[src/rtl/exu_pkg.sv]
package exu_pkg;
   typedef enum logic [1:0] {
      OP_ADD = 2'd0,
      OP_SUB = 2'd1,
      OP_MUL = 2'd2,
      OP_RSV = 2'd3
   } exu_op_e;

   localparam int EXU_MAX_STAGES = 5;
endpackage

[src/rtl/exu_operand_prep.sv]
module exu_operand_prep
   import exu_pkg::*;
#(
   parameter int A_W  = 30,
   parameter int B_W  = 18,
   parameter int C_W  = 48,
   parameter int MA_W = 25
) (
   input  logic [1:0]     op,
   input  logic [A_W-1:0] a,
   input  logic [B_W-1:0] b,
   output logic [C_W-1:0] x
);
   localparam int PR_W = MA_W + B_W;

   logic signed [MA_W-1:0] a_lo;
   logic signed [B_W-1:0]  b_s;
   logic signed [PR_W-1:0] prod;

   assign a_lo = a[MA_W-1:0];
   assign b_s  = b;
   assign prod = a_lo * b_s;

   always_comb begin
      if (exu_op_e'(op) == OP_MUL) x = C_W'(prod);
      else                         x = {a, b};
   end
endmodule

[src/rtl/exu_delay_line.sv]
module exu_delay_line #(
   parameter int W     = 8,
   parameter int DEPTH = 1
) (
   input  logic         clk,
   input  logic         rst_n,
   input  logic [W-1:0] d,
   output logic [W-1:0] q
);
   logic [W-1:0] stg [DEPTH];

   always_ff @(posedge clk or negedge rst_n) begin
      if (!rst_n) begin
         for (int i = 0; i < DEPTH; i++) stg[i] <= '0;
      end else begin
         stg[0] <= d;
         for (int i = 1; i < DEPTH; i++) stg[i] <= stg[i-1];
      end
   end

   assign q = stg[DEPTH-1];
endmodule

[src/rtl/exu_accum_stage.sv]
module exu_accum_stage
   import exu_pkg::*;
#(
   parameter int C_W   = 48,
   parameter int TAG_W = 5
) (
   input  logic             clk,
   input  logic             rst_n,
   input  logic             valid,
   input  logic [1:0]       op,
   input  logic             fb_src,
   input  logic             fb_dst,
   input  logic [TAG_W-1:0] dst,
   input  logic [C_W-1:0]   c,
   input  logic [C_W-1:0]   x,
   output logic [C_W-1:0]   result,
   output logic [TAG_W-1:0] result_dst,
   output logic             wr_en
);
   logic [C_W-1:0]   p_q;
   logic [TAG_W-1:0] dst_q;
   logic             wr_q;
   logic [C_W-1:0]   z_sel;
   logic [C_W-1:0]   p_nxt;
   exu_op_e          op_e;

   assign op_e = exu_op_e'(op);

   always_comb begin
      z_sel = (fb_src && op_e != OP_MUL) ? p_q : c;
      unique case (op_e)
         OP_MUL:  p_nxt = x;
         OP_SUB:  p_nxt = z_sel - x;
         default: p_nxt = z_sel + x;
      endcase
   end

   always_ff @(posedge clk or negedge rst_n) begin
      if (!rst_n) begin
         p_q   <= '0;
         dst_q <= '0;
         wr_q  <= 1'b0;
      end else begin
         wr_q <= valid && !fb_dst;
         if (valid) begin
            p_q   <= p_nxt;
            dst_q <= dst;
         end
      end
   end

   assign result     = p_q;
   assign result_dst = dst_q;
   assign wr_en      = wr_q;
endmodule

[src/rtl/exu_loopback_alu.sv]
module exu_loopback_alu
   import exu_pkg::*;
#(
   parameter int EX_STAGES = 3,
   parameter int A_W       = 30,
   parameter int B_W       = 18,
   parameter int C_W       = 48,
   parameter int MA_W      = 25,
   parameter int TAG_W     = 5
) (
   input  logic             clk,
   input  logic             rst_n,
   input  logic             in_valid,
   input  logic [1:0]       in_op,
   input  logic [A_W-1:0]   in_a,
   input  logic [B_W-1:0]   in_b,
   input  logic [C_W-1:0]   in_c,
   input  logic             in_fb_src,
   input  logic             in_fb_dst,
   input  logic [TAG_W-1:0] in_dst,
   output logic [C_W-1:0]   out_result,
   output logic [TAG_W-1:0] out_dst,
   output logic             out_wr_en
);
   localparam int PL_W    = 1 + 2 + 1 + 1 + TAG_W + 2 * C_W;
   localparam int PRE_STG = EX_STAGES - 1;

   if (EX_STAGES < 1 || EX_STAGES > EXU_MAX_STAGES)
      $error("exu_loopback_alu: EX_STAGES out of range");
   if (A_W + B_W != C_W)
      $error("exu_loopback_alu: A_W + B_W must equal C_W");
   if (MA_W > A_W || MA_W + B_W > C_W)
      $error("exu_loopback_alu: product does not fit");

   logic [C_W-1:0]   x_w;
   logic [PL_W-1:0]  pl_in;
   logic [PL_W-1:0]  pl_out;
   logic             s_valid, s_fb_src, s_fb_dst;
   logic [1:0]       s_op;
   logic [TAG_W-1:0] s_dst;
   logic [C_W-1:0]   s_c, s_x;

   exu_operand_prep #(.A_W(A_W), .B_W(B_W), .C_W(C_W), .MA_W(MA_W)) prep_i (
      .op (in_op),
      .a  (in_a),
      .b  (in_b),
      .x  (x_w)
   );

   assign pl_in = {in_valid, in_op, in_fb_src, in_fb_dst, in_dst, in_c, x_w};

   if (PRE_STG == 0) begin : g_direct
      assign pl_out = pl_in;
   end else begin : g_piped
      exu_delay_line #(.W(PL_W), .DEPTH(PRE_STG)) dly_i (
         .clk   (clk),
         .rst_n (rst_n),
         .d     (pl_in),
         .q     (pl_out)
      );
   end

   assign {s_valid, s_op, s_fb_src, s_fb_dst, s_dst, s_c, s_x} = pl_out;

   exu_accum_stage #(.C_W(C_W), .TAG_W(TAG_W)) acc_i (
      .clk        (clk),
      .rst_n      (rst_n),
      .valid      (s_valid),
      .op         (s_op),
      .fb_src     (s_fb_src),
      .fb_dst     (s_fb_dst),
      .dst        (s_dst),
      .c          (s_c),
      .x          (s_x),
      .result     (out_result),
      .result_dst (out_dst),
      .wr_en      (out_wr_en)
   );
endmodule

[config.mk]
export PLATFORM = sky130hd
export DESIGN_NAME = exu_loopback_alu
export DESIGN_NICKNAME = d
export VERILOG_FILES = /design/src/rtl/exu_pkg.sv /design/src/rtl/exu_operand_prep.sv /design/src/rtl/exu_delay_line.sv /design/src/rtl/exu_accum_stage.sv /design/src/rtl/exu_loopback_alu.sv
export SDC_FILE = /design/constraint.sdc
export NUM_CORES = 2
export LEC_CHECK = 0
export ABC_AREA = 1
export ABC_CLOCK_PERIOD_IN_PS = 2800
export CAP_MARGIN = 25
export CORE_UTILIZATION = 45
export DETAILED_ROUTE_END_ITERATION = 12
export PLACE_DENSITY = 0.65
export RECOVER_POWER = 25
export SLEW_MARGIN = 20
export SYNTH_ARGS = -nofsm -noshare
export SYNTH_HDL_FRONTEND = slang
export SYNTH_SLANG_ARGS = --single-unit
[constraint.sdc]
create_clock -name clk -period 2.8 [get_ports clk]
set_input_delay 0.56 -clock clk [delete_from_list [all_inputs] [get_ports clk]]
set_output_delay 0.56 -clock clk [all_outputs]
set_load 0.01 [all_outputs]
==> metrics.txt <==
status finished, violations left; failing checks setup timing; Total Die Area 70600 um2; ys async rst share 100%; Syn. warnings 0; Via Count 30508; largest net degree at the start of global routing 81; fillers 4961; # IOs about 160; Reg clk slew, reported paths 0.07 ns; syn_nets 4780; RSZ-0062 raised after global routing true; library cells used by synthesis 48; worst-case clock buffer depth 3; drt pass-1 iters 5; fraction of layout cells with a size suffix above 1 40.6%; synthesized area 31300 um2; fmax 187 MHz; Starting Density 45.6%; Routed WL per cell 19.8 um; total core area 68700 um2; Final ANT Viol Nets 0; Post-Syn Area per Cell around 7.7 um2; CTS Buf Count 24; clk root buf clkbuf_16; commonest cells in the netlist nand2_1 (1113), inv_1 (996), fa_1 (442), dfrtp_1 (266), nor2_1 (244); # setup viols final 85; Final Net Count 5654; vias in the first global route 31336; # rows 96; worst setup margin -2.55 ns; final worst path period share 191%; vias per cell 5.17; Tmin final ~5.4 ns; cells after synthesis around 4100; H-tree Lvls 1; final hold violations 0; # diodes 0; overall routed net length ~120000 um; Remaining Overflow, GRT 0; worst min path class input pin to asynchronous set/reset pin; Crit. End Element register; most frequent cell after synthesis nand2_1; CP max FO 8; initial antenna violation count 1; flops & latches, synth 266; setup tns final -121.20 ns; area leader, netlist fa_1; Layout Skew 0.0149 ns; sequential area share after synthesis roughly a fifth; Chip Width 266 um; Syn-to-layout area delta 52.9%; reg2reg start g_piped.dly_i.q[0]; Critical Path AT 5.79 ns; Hold Slack between 0.01 and 0.015 ns; first-pass GRT wire length between 150000 and 200000 um; Synth area leaders fa_1 (28%), dfrtp_1 (21%), nand2_1 (13%); clk_lat worst skew 0.55 ns; CTS tree done; Buffers on Ports 161; reg-to-reg endpoint acc_i.result[27]; gpl congestion about 1.0; starting DRC count in detailed routing around 2200; Slew @ Worst Pin 0.701 ns; Slew Viols, Final 0; kind of critical path input pin to register; Slew HR between 50% and 60%; WP data required 3.24 ns; Primary FF master, synth dfrtp_1; DIE HEIGHT ~270 um; DRC errors left 0; Post-synth EDFFs 0; reg2reg setup slack -0.75 ns; worst r2r path cells 24; Setup crit start kind input pin; Total Routing Usage GR 31.2%; clk sinks 266; maxcap violations 0; CTS Hold Buffers Added 0; post-synth top area share 28.3%; DP Wirelength 80200 um
[per-layer routing]
metal / GRT usage, % / routed length [um]
met5: 0 / 0
met4: 18.3 / 9680
met3: 3.72 / 7830
met2: 55.2 / 57400
met1: 36.5 / 41600
[final cells by class]
| cell class | count | area [um2] | share of cell area (%) |
|---|---|---|---|
| Inverter | 1000 | 3800 | 7.95 |
| Timing Repair Buffer | 991 | 10000 | 20.9 |
| Multi-Input combinational cell | 2666 | 25400 | 53.0 |
| Clock inverter | 12 | 155 | 0.324 |
| Sequential cell | 266 | 6660 | 13.9 |
| Clock buffer | 31 | 688 | 1.44 |
| Tap cell | 931 | 1160 | 2.43 |
[metrics by stage]
step / setup WS, ns / util, % / instance area [um2] / cells
6_report: -2.55 / 69.7 / 47900 / 5897
5_1_grt: -2.70 / 69.7 / 47900 / 5897
4_1_cts: -2.59 / 64.4 / 44200 / 5831
3_5_place_dp: -3.62 / 58.0 / 39800 / 5622
3_3_place_gp: -3.59 / 58.0 / 39800 / 5622
2_1_floorplan: -2.75 / - / 33400 / 4075
[flip-flops by register name (all words and copies together) (netlist names)]
register and flops:
acc_i.result 48, acc_i.wr_en 1, g_piped.dly_i.stg 106, g_piped.dly_i.q 106, acc_i.result_dst 5
[critical path, cell delays in order]
cell,delay [ns]
buf_4,0.13
inv_4,0.04
buf_12,0.14
or2_4,0.23
fa_2,0.52
inv_1,0.05
fa_2,0.54
inv_2,0.05
fa_2,0.47
fa_1,0.57
inv_2,0.04
fa_1,0.51
fa_1,0.45
ha_4,0.32
nand2_4,0.07
buf_4,0.14
nor2_4,0.09
inv_2,0.06
nor3_4,0.19
nand4_1,0.24
nand3_1,0.16
nand2_1,0.06
nand3_1,0.07
nand2_1,0.06
[placed cells by master, fill, tap and decap left out, drive strengths merged, types with 3 or more instances in the layout]
cell / instances
mux2: 35
xor2: 55
o31ai: 4
clkdlybuf4s50: 99
dlygate4sd3: 18
o21ai: 149
o21a: 3
o22ai: 3
nand3: 142
o211ai: 10
o21bai: 21
inv: 1002
nor4: 5
bufinv: 3
clkbuf: 37
a21o: 5
buf: 855
nand4: 45
ha: 155
nor2: 259
clkinv: 6
bufbuf: 11
nor3b: 3
a31oi: 16
dfrtp: 266
a21oi: 108
or2: 11
a21boi: 3
xnor2: 26
nor3: 28
fa: 442
nand3b: 8
nand2: 1124
[kinds of logic (layout without fill, tap and decap cells)]
family                     after synthesis  after routing  synth area share (%)
adders and majority gates              597            597                  34.5
AOI/OAI and AO/OA                      325            325                  5.70
xor gates and xnor gates                81             81                  2.27
muxes                                   35             35                  1.26
buffers and inverters                 1143           2034                  13.7
and+or+nand+nor                       1628           1628                  21.3
DFF                                    266            266                  21.3
[worst max-delay path by stage]
stage	startpoint	to	slack (ns)	depth (start not counted)
2_1_floorplan	in_a[24]	g_piped.dly_i.stg[148]	-2.75	24
3_3_place_gp	in_a[24]	g_piped.dly_i.stg[146]	-3.59	21
3_5_place_dp	in_a[24]	g_piped.dly_i.stg[147]	-3.62	25
4_1_cts	in_a[24]	g_piped.dly_i.stg[146]	-2.59	26
5_1_grt	in_b[9]	g_piped.dly_i.stg[146]	-2.70	24
6_report	in_b[17]	g_piped.dly_i.stg[146]	-2.55	24
[repair_timing]
item / in CTS / in global routing
hold endpoints to repair: 0 / 0
pin swaps: 308 / 474
endpoints found under the setup margin: 86 / 87
gates cloned: 27 / 5
gates resized for setup: 719 / 844
buffers inserted: 143 / 67
Power is not shown: default switching activity piles up to over one toggle a cycle in this logic, so the estimate is an artifact.
